$ cat src/rtl/irq_src_pkg.sv
package irq_src_pkg;

  typedef enum logic [1:0] {
    OP_ROUTE  = 2'd0,
    OP_QUERY  = 2'd1,
    OP_MUTE   = 2'd2,
    OP_UNMUTE = 2'd3
  } cfg_op_e;

  localparam logic [7:0] PRIO_OFF = 8'hFF;

  // status flag positions
  localparam int ST_ASSERTED = 0;
  localparam int ST_SENT     = 1;
  localparam int ST_REJ      = 2;
  localparam int ST_MPEND    = 3;
  localparam int ST_W        = 4;

endpackage

$ cat src/rtl/irq_src_slot.sv
module irq_src_slot
  import irq_src_pkg::*;
#(
  parameter int SRV_W    = 2,
  parameter bit IS_LEVEL = 1'b0
) (
  input  logic             clk,
  input  logic             rst,
  input  logic             line_in,
  input  logic             rej_hit,
  input  logic             eoi_hit,
  input  logic             resend,
  input  logic             wr_en,
  input  logic [SRV_W-1:0] wr_server,
  input  logic [7:0]       wr_prio,
  input  logic [7:0]       wr_saved,
  input  logic             grant,
  output logic [SRV_W-1:0] server_o,
  output logic [7:0]       prio_o,
  output logic [7:0]       saved_o,
  output logic             dq_o
);

  logic             line_q;
  logic [SRV_W-1:0] srv_q, srv_d;
  logic [7:0]       pr_q, pr_d, sv_q, sv_d;
  logic [ST_W-1:0]  st_q, st_d;
  logic             dq_q, dq_d, req;

  // Events apply in a fixed order: line, reject, end-of-interrupt, write, resend.
  always_comb begin
    srv_d = srv_q;
    pr_d  = pr_q;
    sv_d  = sv_q;
    st_d  = st_q;
    req   = 1'b0;

    if (IS_LEVEL) begin
      if (line_in != line_q) begin
        st_d[ST_ASSERTED] = line_in;
        if (pr_d != PRIO_OFF && st_d[ST_ASSERTED] && !st_d[ST_SENT]) begin
          st_d[ST_SENT] = 1'b1;
          req           = 1'b1;
        end
      end
    end else if (line_in && !line_q) begin
      if (pr_d == PRIO_OFF) st_d[ST_MPEND] = 1'b1;
      else                  req            = 1'b1;
    end

    if (rej_hit) begin
      st_d[ST_REJ]  = 1'b1;
      st_d[ST_SENT] = 1'b0;
    end

    if (eoi_hit && IS_LEVEL) st_d[ST_SENT] = 1'b0;

    if (wr_en) begin
      srv_d = wr_server;
      pr_d  = wr_prio;
      sv_d  = wr_saved;
      if (IS_LEVEL) begin
        if (pr_d != PRIO_OFF && st_d[ST_ASSERTED] && !st_d[ST_SENT]) begin
          st_d[ST_SENT] = 1'b1;
          req           = 1'b1;
        end
      end else if (st_d[ST_MPEND] && pr_d != PRIO_OFF) begin
        st_d[ST_MPEND] = 1'b0;
        req            = 1'b1;
      end
    end

    if (resend) begin
      if (IS_LEVEL) begin
        if (pr_d != PRIO_OFF && st_d[ST_ASSERTED] && !st_d[ST_SENT]) begin
          st_d[ST_SENT] = 1'b1;
          req           = 1'b1;
        end
      end else if (st_d[ST_REJ]) begin
        st_d[ST_REJ] = 1'b0;
        if (pr_d != PRIO_OFF) req = 1'b1;
      end
    end

    dq_d = (dq_q && !grant) || req;
  end

  always_ff @(posedge clk) begin
    if (rst) begin
      line_q <= 1'b0;
      srv_q  <= '0;
      pr_q   <= PRIO_OFF;
      sv_q   <= PRIO_OFF;
      st_q   <= '0;
      dq_q   <= 1'b0;
    end else begin
      line_q <= line_in;
      srv_q  <= srv_d;
      pr_q   <= pr_d;
      sv_q   <= sv_d;
      st_q   <= st_d;
      dq_q   <= dq_d;
    end
  end

  assign server_o = srv_q;
  assign prio_o   = pr_q;
  assign saved_o  = sv_q;
  assign dq_o     = dq_q;

endmodule

$ cat src/rtl/irq_cfg_unit.sv
module irq_cfg_unit
  import irq_src_pkg::*;
#(
  parameter int NUM_SRC  = 16,
  parameter int BASE     = 16,
  parameter int SRC_W    = 16,
  parameter int SRV_IN_W = 8,
  parameter int NUM_SRV  = 4,
  parameter int SRV_W    = 2
) (
  input  logic                clk,
  input  logic                rst,
  input  logic                cfg_valid,
  input  logic [1:0]          cfg_op,
  input  logic [SRC_W-1:0]    cfg_src,
  input  logic [SRV_IN_W-1:0] cfg_server,
  input  logic [8:0]          cfg_prio,
  input  logic [SRV_W-1:0]    slot_srv [NUM_SRC],
  input  logic [7:0]          slot_pr  [NUM_SRC],
  input  logic [7:0]          slot_sv  [NUM_SRC],
  output logic [NUM_SRC-1:0]  wr_en,
  output logic [SRV_W-1:0]    wr_server,
  output logic [7:0]          wr_prio,
  output logic [7:0]          wr_saved,
  output logic                rsp_valid,
  output logic                rsp_ok,
  output logic [SRV_W-1:0]    rsp_server,
  output logic [7:0]          rsp_prio
);

  localparam int IDX_W = (NUM_SRC > 1) ? $clog2(NUM_SRC) : 1;
  localparam logic [SRV_IN_W:0] SRV_LIM = (SRV_IN_W + 1)'(NUM_SRV);

  logic [NUM_SRC-1:0] hit;
  logic [IDX_W-1:0]   idx;
  logic               ok;
  cfg_op_e            op;

  always_comb begin
    hit = '0;
    idx = '0;
    for (int i = 0; i < NUM_SRC; i++) begin
      if (cfg_src == SRC_W'(BASE + i)) begin
        hit[i] = 1'b1;
        idx    = IDX_W'(i);
      end
    end
  end

  always_comb begin
    op        = cfg_op_e'(cfg_op);
    ok        = |hit;
    wr_server = slot_srv[idx];
    wr_prio   = slot_pr[idx];
    wr_saved  = slot_sv[idx];
    unique case (op)
      OP_ROUTE: begin
        ok        = ok && ({1'b0, cfg_server} < SRV_LIM) && !cfg_prio[8];
        wr_server = cfg_server[SRV_W-1:0];
        wr_prio   = cfg_prio[7:0];
        wr_saved  = cfg_prio[7:0];
      end
      OP_MUTE: begin
        wr_prio  = PRIO_OFF;
        wr_saved = slot_pr[idx];
      end
      OP_UNMUTE: begin
        wr_prio  = slot_sv[idx];
        wr_saved = slot_sv[idx];
      end
      default: ;
    endcase
    wr_en = (cfg_valid && ok && op != OP_QUERY) ? hit : '0;
  end

  always_ff @(posedge clk) begin
    if (rst) begin
      rsp_valid  <= 1'b0;
      rsp_ok     <= 1'b0;
      rsp_server <= '0;
      rsp_prio   <= '0;
    end else begin
      rsp_valid  <= cfg_valid;
      rsp_ok     <= cfg_valid && ok;
      rsp_server <= ok ? wr_server : '0;
      rsp_prio   <= ok ? wr_prio : '0;
    end
  end

endmodule

$ cat src/rtl/irq_dlv_arb.sv
module irq_dlv_arb #(
  parameter int NUM_SRC = 16,
  parameter int BASE    = 16,
  parameter int SRC_W   = 16,
  parameter int SRV_W   = 2
) (
  input  logic               clk,
  input  logic               rst,
  input  logic [NUM_SRC-1:0] pend,
  input  logic [SRV_W-1:0]   slot_srv [NUM_SRC],
  input  logic [7:0]         slot_pr  [NUM_SRC],
  input  logic               dlv_ready,
  output logic [NUM_SRC-1:0] grant,
  output logic               dlv_valid,
  output logic [SRV_W-1:0]   dlv_server,
  output logic [SRC_W-1:0]   dlv_src,
  output logic [7:0]         dlv_prio
);

  localparam int IDX_W = (NUM_SRC > 1) ? $clog2(NUM_SRC) : 1;
  localparam logic [NUM_SRC-1:0] ONE = {{(NUM_SRC-1){1'b0}}, 1'b1};

  logic [IDX_W-1:0] sel;
  logic             any, free;

  // lowest index wins
  always_comb begin
    sel = '0;
    for (int i = NUM_SRC - 1; i >= 0; i--) begin
      if (pend[i]) sel = IDX_W'(i);
    end
    any   = |pend;
    free  = !dlv_valid || dlv_ready;
    grant = (free && any) ? (ONE << sel) : '0;
  end

  always_ff @(posedge clk) begin
    if (rst) begin
      dlv_valid  <= 1'b0;
      dlv_server <= '0;
      dlv_src    <= '0;
      dlv_prio   <= '0;
    end else if (free) begin
      dlv_valid <= any;
      if (any) begin
        dlv_server <= slot_srv[sel];
        dlv_src    <= SRC_W'(BASE) + SRC_W'(sel);
        dlv_prio   <= slot_pr[sel];
      end
    end
  end

endmodule

$ cat src/rtl/irq_source_ctrl.sv
module irq_source_ctrl
  import irq_src_pkg::*;
#(
  parameter int                 NUM_SRC    = 16,
  parameter int                 BASE       = 16,
  parameter int                 SRC_W      = 16,
  parameter int                 NUM_SRV    = 4,
  parameter int                 SRV_IN_W   = 8,
  parameter logic [NUM_SRC-1:0] LEVEL_MASK = '0,
  localparam int                SRV_W      = (NUM_SRV > 1) ? $clog2(NUM_SRV) : 1
) (
  input  logic                clk,
  input  logic                rst,
  input  logic [NUM_SRC-1:0]  src_line,
  input  logic                rej_valid,
  input  logic [SRC_W-1:0]    rej_src,
  input  logic                eoi_valid,
  input  logic [SRC_W-1:0]    eoi_src,
  input  logic                resend_req,
  input  logic                cfg_valid,
  input  logic [1:0]          cfg_op,
  input  logic [SRC_W-1:0]    cfg_src,
  input  logic [SRV_IN_W-1:0] cfg_server,
  input  logic [8:0]          cfg_prio,
  output logic                rsp_valid,
  output logic                rsp_ok,
  output logic [SRV_W-1:0]    rsp_server,
  output logic [7:0]          rsp_prio,
  output logic                dlv_valid,
  input  logic                dlv_ready,
  output logic [SRV_W-1:0]    dlv_server,
  output logic [SRC_W-1:0]    dlv_src,
  output logic [7:0]          dlv_prio
);

  logic [SRV_W-1:0]   slot_srv [NUM_SRC];
  logic [7:0]         slot_pr  [NUM_SRC];
  logic [7:0]         slot_sv  [NUM_SRC];
  logic [NUM_SRC-1:0] pend, grant, wr_en;
  logic [SRV_W-1:0]   wr_server;
  logic [7:0]         wr_prio, wr_saved;

  irq_cfg_unit #(
    .NUM_SRC(NUM_SRC), .BASE(BASE), .SRC_W(SRC_W),
    .SRV_IN_W(SRV_IN_W), .NUM_SRV(NUM_SRV), .SRV_W(SRV_W)
  ) u_cfg (
    .clk(clk), .rst(rst),
    .cfg_valid(cfg_valid), .cfg_op(cfg_op), .cfg_src(cfg_src),
    .cfg_server(cfg_server), .cfg_prio(cfg_prio),
    .slot_srv(slot_srv), .slot_pr(slot_pr), .slot_sv(slot_sv),
    .wr_en(wr_en), .wr_server(wr_server), .wr_prio(wr_prio), .wr_saved(wr_saved),
    .rsp_valid(rsp_valid), .rsp_ok(rsp_ok), .rsp_server(rsp_server), .rsp_prio(rsp_prio)
  );

  for (genvar g = 0; g < NUM_SRC; g++) begin : g_slot
    logic rej_hit, eoi_hit;
    assign rej_hit = rej_valid && (rej_src == SRC_W'(BASE + g));
    assign eoi_hit = eoi_valid && (eoi_src == SRC_W'(BASE + g));

    irq_src_slot #(
      .SRV_W(SRV_W), .IS_LEVEL(LEVEL_MASK[g])
    ) u_slot (
      .clk(clk), .rst(rst),
      .line_in(src_line[g]), .rej_hit(rej_hit), .eoi_hit(eoi_hit),
      .resend(resend_req), .wr_en(wr_en[g]),
      .wr_server(wr_server), .wr_prio(wr_prio), .wr_saved(wr_saved),
      .grant(grant[g]),
      .server_o(slot_srv[g]), .prio_o(slot_pr[g]), .saved_o(slot_sv[g]),
      .dq_o(pend[g])
    );
  end

  irq_dlv_arb #(
    .NUM_SRC(NUM_SRC), .BASE(BASE), .SRC_W(SRC_W), .SRV_W(SRV_W)
  ) u_arb (
    .clk(clk), .rst(rst), .pend(pend),
    .slot_srv(slot_srv), .slot_pr(slot_pr),
    .dlv_ready(dlv_ready), .grant(grant),
    .dlv_valid(dlv_valid), .dlv_server(dlv_server),
    .dlv_src(dlv_src), .dlv_prio(dlv_prio)
  );

endmodule

$ cat config.mk
export PLATFORM = sky130hd
export DESIGN_NAME = irq_source_ctrl
export DESIGN_NICKNAME = d
export VERILOG_FILES = /design/src/rtl/irq_src_pkg.sv /design/src/rtl/irq_src_slot.sv /design/src/rtl/irq_cfg_unit.sv /design/src/rtl/irq_dlv_arb.sv /design/src/rtl/irq_source_ctrl.sv
export SDC_FILE = /design/constraint.sdc
export NUM_CORES = 1
export LEC_CHECK = 0
export BUFFER_PORTS_ARGS = -buffer_cell sky130_fd_sc_hd__buf_2
export CORE_MARGIN = 1.5
export CORE_UTILIZATION = 54
export CTS_CLUSTER_DIAMETER = 60
export DETAILED_ROUTE_END_ITERATION = 12
export HOLD_SLACK_MARGIN = 0.03
export PLACE_DENSITY = 0.72
export SLEW_MARGIN = 15
export SYNTH_ARGS = -nofsm -noshare
export SYNTH_HDL_FRONTEND = slang
export SYNTH_SLANG_ARGS = --single-unit
$ cat constraint.sdc
create_clock -name clk -period 4.2 [get_ports clk]
set_input_delay 0.63 -clock clk [delete_from_list [all_inputs] [get_ports clk]]
set_output_delay 0.63 -clock clk [all_outputs]
set_load 0.02 [all_outputs]
==> impl_metrics.ini, run 1 <==
[run_status]
status = complete, no violations

[detailed_routing]
drtPass1Iterations = 6
via_per_inst = 6.694
wl_per_cell_um = 25.89
routed_wl_um = 81150
num_vias = 20990
drc_errors = 0
antenna_left = 0
first_iter_violations = 2937

[timing]
relSlewSlack_pct = 30.15
setup_viol = 0
worst_pin_slew_ns = 1.044
hold_ws_ns = 0.2760
period_needed_ns = 3.693
fmax_mhz = 270.8
setup_slack_ns = 0.5072
final-hold-violation-count = 0
slew_viol_final = 0
fin_skew_ns = 0.02213
rsz0062_at_grt = no
finalCritPeriodShare_pct = 87.92

[synth]
synth.ff_latch_count = 380
yosysMostFrequentCell = nand2_1
synth_top_cell_by_area = dfxtp_1
ys.flop_type = dfxtp_1
synthTopCellsByCount = 559 x nand2_1, 380 x dfxtp_1, 198 x nor2_1, 175 x a21oi_1, 175 x clkbuf_1
yosysSeqAreaShare_pct = 39.75
synthesis.area_um2 = 19140
syn_inst = 2528
synth-edff-count = 0
ys_async_sr_fraction_pct = 0
synth_cell_type_count = 81
synth_area_leaders = dfxtp_1 40%, nand2_1 11%, o211ai_1 5.0%, a21oi_1 4.6%, nand3_1 4.0%
synth_warnings = 0
synth_area_per_cell_um2 = 7.570
yosysTopAreaCellShare_pct = 39.75

[global_route]
grt_max_degree = 114
gr-usage-met2_pct = 65.01
grtUsageMet3_pct = 12.47
grt.overflow.total = 0
antenna_found_initial = 2
grt_pass1_wl_um = 119200
track_usage_pct = 43.72
grt_util_met1_pct = 56.83
busiest_layer = met2
grt_pass1_vias = 18800

[critical_path]
rrSetupSlack_ns = 0.59
required_ns = 4.66
critPathLaunchType = primary input
worstSetupPathType = in -> reg
setup.worst_path.end_class = flop
cp_max_fo = 22
crit_arrival_ns = 4.15

[placement]
hpwl_um = 58560
io_buffer_count = 100
gp_congestion = 1.039
post-place-ws_ns = -0.01431

[cts]
cts.clk_slew.worst_paths_ns = 0.06
cts_setup_buffers = 0
ctsResizeCount = 0
cts_tree = done
cts-root-buf = clkbuf_16
ctsHoldBuffers = 0
clock_latency_ns = 0.59
max-clock-path-buffers = 3
cts_buffers = 44
clock-sinks = 380
h-tree-depth = 2

[power_and_ir_drop]
p_switching_uw = 1922
seqPwrFrac_pct = 46.1
swShare_pct = 24.37
pwr-share-comb_pct = 5.2
power.leakage_uw = 0.01016
clkPwrFrac_pct = 48.8
p_per_area_nw_per_um2 = 352.1
ir_drop_uv = 362.1
internal_power_uw = 5964

[floorplan]
design.core.area_um2 = 34710
fp.dieH_um = 191.3
die-width_um = 191.3
start_util_pct = 55.13
die_area_um2 = 36580
rows = 68
ios = 129

[layout]
antenna_cells = 0
syn2layout_area_growth_pct = 17.04
fill_cells = 3071
fin_nets = 2738
layout-drive-gt1-share_pct = 15.26

[worst_hold_path]
hold_path.class = in -> reg

[run]
maxCapViolCount = 0
-- placed cells by master (no fill, tap or decap), drive strengths merged, types with 40 or more instances in the layout --
master and count:
a211oi 53, nand3 153, nand4 61, nor2 198, o211ai 128, nor2b 40
o21ai 89, buf 279, nand2 560, a21oi 175, clkbuf 62, nor3 75
mux2i 57, dfxtp 380
-- worst max-delay path, stage by stage --
cell and delay (ns):
buf_2 0.11, or4_4 0.65, buf_4 0.22, nor4_1 0.59, buf_4 0.21, a22oi_1 0.05
nand3_1 0.12, nor3_1 0.08, nor2_1 0.19, o221a_2 0.29, nand4_2 0.17, or2_1 0.31
buf_12 0.17, a311o_1 0.32
-- through the flow --
stage	instance area [µm²]	TNS [ns]	util [%]	cells	power (µW)
2_1_floorplan	19170	0	-	2538	3938
3_3_place_gp	20960	0	60.37	3057	4098
3_5_place_dp	20960	-0.04168	60.37	3057	4103
4_1_cts	22390	0	64.50	3135	7871
5_1_grt	22400	0	64.52	3135	8045
6_report	22400	0	64.52	3135	7887
-- flip-flops by register name, indices dropped and copies added, names as in the netlist, 8 cells and up --
| register | cells |
|---|---|
| g_slot.u_slot.st_q | 32 |
| g_slot.u_slot.prio_o | 128 |
| u_cfg.rsp_prio | 8 |
| g_slot.u_slot.dq_o | 16 |
| g_slot.u_slot.server_o | 32 |
| g_slot.u_slot.saved_o | 128 |
| u_arb.dlv_prio | 8 |
| g_slot.u_slot.line_q | 16 |
-- kinds of logic after synthesis --
family | after synthesis | synth area share, %
muxes | 70 | 3.982
AOI/OAI and AO/OA | 650 | 22.97
and+or+nand+nor | 1184 | 28.04
buffers and inverters | 243 | 5.244
DFF | 380 | 39.75
other | 1 | 0.01960
-- final cells by class --
class	count	area [µm²]	area share, %
tap	455	569.3	2.542
inverter	28	110.1	0.4916
multi-input combinational	1915	10620	47.41
clock buffer	62	1290	5.759
timing repair buffer	279	2059	9.195
clock inverter	16	141.4	0.6313
sequential	380	7609	33.97
-- layer usage --
metal  vias to the layer above  share of wire, %
li1                       9350                 -
met1                      9883                39
met2                      1427                42
met3                       325                13
met4                         2               6.6
met5                         -             0.021
-- power groups by stage --
| stage | Clock (µW) | Combinational (µW) | Sequential [µW] |
|---|---|---|---|
| final | 3850 | 407 | 3630 |
| after global routing | 3980 | 427 | 3630 |
| after CTS | 3850 | 392 | 3630 |
| after detailed placement | 0 | 390 | 3710 |
| after global placement | 0 | 387 | 3710 |
| after floorplan | 0 | 227 | 3710 |
-- final timing paths --
check                              start                  endpoint  cells past startpoint
max                           cfg_src[9]     g_slot[7].u_slot.dq_o                     14
min                         src_line[15]  g_slot[15].u_slot.line_q                      2
max reg2reg  g_slot[1].u_slot.saved_o[0]     g_slot[7].u_slot.dq_o                     13
min reg2reg     g_slot[5].u_slot.st_q[2]  g_slot[5].u_slot.st_q[2]                      2
Note: power is estimated with default switching activity, not from simulation.
==> inputs of run 2 (changes only) <==
--- a/config.mk
+++ b/config.mk
@@ -6,12 +6,15 @@
 export NUM_CORES = 1
 export LEC_CHECK = 0
 export BUFFER_PORTS_ARGS = -buffer_cell sky130_fd_sc_hd__buf_2
+export CAP_MARGIN = 0
+export CELL_PAD_IN_SITES_DETAIL_PLACEMENT = 1
+export CELL_PAD_IN_SITES_GLOBAL_PLACEMENT = 1
 export CORE_MARGIN = 1.5
-export CORE_UTILIZATION = 54
+export CORE_UTILIZATION = 41
 export CTS_CLUSTER_DIAMETER = 60
 export DETAILED_ROUTE_END_ITERATION = 12
 export HOLD_SLACK_MARGIN = 0.03
-export PLACE_DENSITY = 0.72
+export PLACE_DENSITY = 0.74
 export SLEW_MARGIN = 15
 export SYNTH_ARGS = -nofsm -noshare
 export SYNTH_HDL_FRONTEND = slang
==> run 2 against run 1 <==
Effect of this change: cell count grew 5.3%; die area grew 31%; cell area grew 2.1%; global-route usage shrank 5.6 points; combinational power grew 7.6%; critical path depth grew 2; critical path type unchanged; via count grew 1.7%; setup slack lost 0.27 ns; sequential power is essentially flat; clock power grew 9.9%.
==> impl_metrics.ini, run 2 (synthesis gave the netlist of run 1 again) <==
[layout]
multi_input_area_um2 = 10640
final_common_cell = nand2_1
fin_nets = 2756
seq_area_um2 = 7609
layout-drive-gt1-share_pct = 15.97
syn2layout_area_growth_pct = 19.55
finish.utilization_pct = 50.09
layout_common_cells = 559 x nand2_1, 379 x dfxtp_1, 192 x nor2_1
fill_cells = 5631

[power_and_ir_drop]
ir_drop_uv = 321.6
power.leakage_uw = 0.01031
power_uw = 8302
p_per_area_nw_per_um2 = 362.9

[detailed_routing]
num_vias = 21350
drc_errors = 0
antenna_left = 0
first_iter_violations = 2284
drtPass1Iterations = 6
routed_wl_um = 91670
wl_per_cell_um = 27.77
via_per_inst = 6.467

[timing]
fin_tns_setup_ns = 0
period_needed_ns = 3.964
final-hold-violation-count = 0
fmax_mhz = 252.3
slew_viol_final = 0
relSlewSlack_pct = 18.46
worst_pin_slew_ns = 1.219
finalCritPeriodShare_pct = 94.38
rsz0062_at_grt = no
fin_skew_ns = 0.01754
setup_viol = 0

[cts]
h-tree-depth = 2
cts.clk_slew.worst_paths_ns = 0.07
max-clock-path-buffers = 3
cts_tree = done
clock_latency_ns = 0.60
cts-root-buf = clkbuf_16
clock-sinks = 380
cts_buffers = 45

[critical_path]
required_ns = 4.69
worstSetupPathType = in -> reg
crit_arrival_ns = 4.45
cp_max_fo = 10
setup.worst_path.end_class = flop
critPathLaunchType = primary input

[floorplan]
rows = 78
fp.dieH_um = 219.0
start_util_pct = 41.90
ios = 129
die_area_um2 = 47980
design.core.area_um2 = 45670
die-width_um = 219.0

[placement]
gp_congestion = 0.9842
io_buffer_count = 100
hpwl_um = 66560

[worst_hold_path]
hold_path.class = in -> reg

[global_route]
grt_max_degree = 106
antenna_found_initial = 1
track_usage_pct = 38.09
grt_pass1_vias = 21040
grt_pass1_wl_um = 136300
grt.overflow.total = 0

[run]
maxCapViolCount = 0

[run_status]
status = complete, no violations
[run 2: changes by cell type in the layout (fill, tap and decap cells not counted), moves of 2 or more]
cell	change
diode_2	+2
o221ai_2	+3
buf_4	+17
clkbuf_8	-3
bufinv_16	+5
o221ai_1	-3
inv_8	-2
clkbuf_16	+2
inv_6	-2
clkinvlp_4	+2
[run 2: critical path, stage by stage]
cell and delay, ns:
buf_2 0.10, or4b_1 0.68, buf_4 0.23, a2111oi_1 0.61, buf_4 0.21, a221oi_1 0.05, a31oi_1 0.19, o221a_2 0.25
nor2_1 0.07, nor4_2 0.30, buf_4 0.18, nand2_1 0.08, or2_1 0.23, buf_4 0.18, buf_4 0.15, a211oi_1 0.29
[run 2: final cells by class]
class / instances / share of cell area, %
diodes: 2 / 0.02188
clock buffers: 60 / 5.660
clock inverters: 20 / 1.252
inverters: 28 / 0.4813
multi-input cells: 1915 / 46.49
flip-flops and latches: 380 / 33.26
well taps: 600 / 3.281
repair buffers: 296 / 9.560
[run 2: metal layers]
metal / share of wire (%) / global-route usage [%] / vias up
met3: 9.3 / 8.177 / 267
met5: 0 / 0 / -
li1: - / - / 9392
met1: 41 / 50.39 / 10590
met2: 44 / 58.76 / 1097
met4: 5.3 / 18.47 / 0
[run 2: what timing repair did]
item,CTS,global route
buffers inserted,0,0
endpoints found under the setup margin,0,1
hold buffers,0,0
resized for setup,0,1
[run 2: power by group]
| group | switching (µW) | internal, µW | leakage (µW) |
|---|---|---|---|
| sequential | 8.82 | 3620 | 0.00308 |
| combinational | 303 | 136 | 0.00646 |
| clock | 1690 | 2540 | 0.000766 |
[run 2: final timing paths]
check / start / to / slack [ns] / cells after the start
worst max-delay path: cfg_src[7] / g_slot[2].u_slot.st_q[3] / 0.24 / 16
worst min-delay path: src_line[14] / g_slot[14].u_slot.line_q / 0.26 / 2
worst max register to register: g_slot[1].u_slot.saved_o[0] / g_slot[2].u_slot.st_q[3] / 0.41 / 14
worst min register to register: g_slot[9].u_slot.saved_o[4] / g_slot[9].u_slot.saved_o[4] / 0.47 / 2
[run 2: per-stage QoR]
step                      setup WS [ns]  cells  hold slack, ns  instance area (µm²)
final                            0.2359   3301          0.2556                22880
after global routing             0.1321   3299          0.2610                22870
after CTS                        0.1860   3299          0.2422                22870
after detailed placement        -0.3613   3219          0.4536                21290
after global placement          -0.2502   3219          0.4377                21290
after floorplan                  0.2321   2538          0.4239                19170
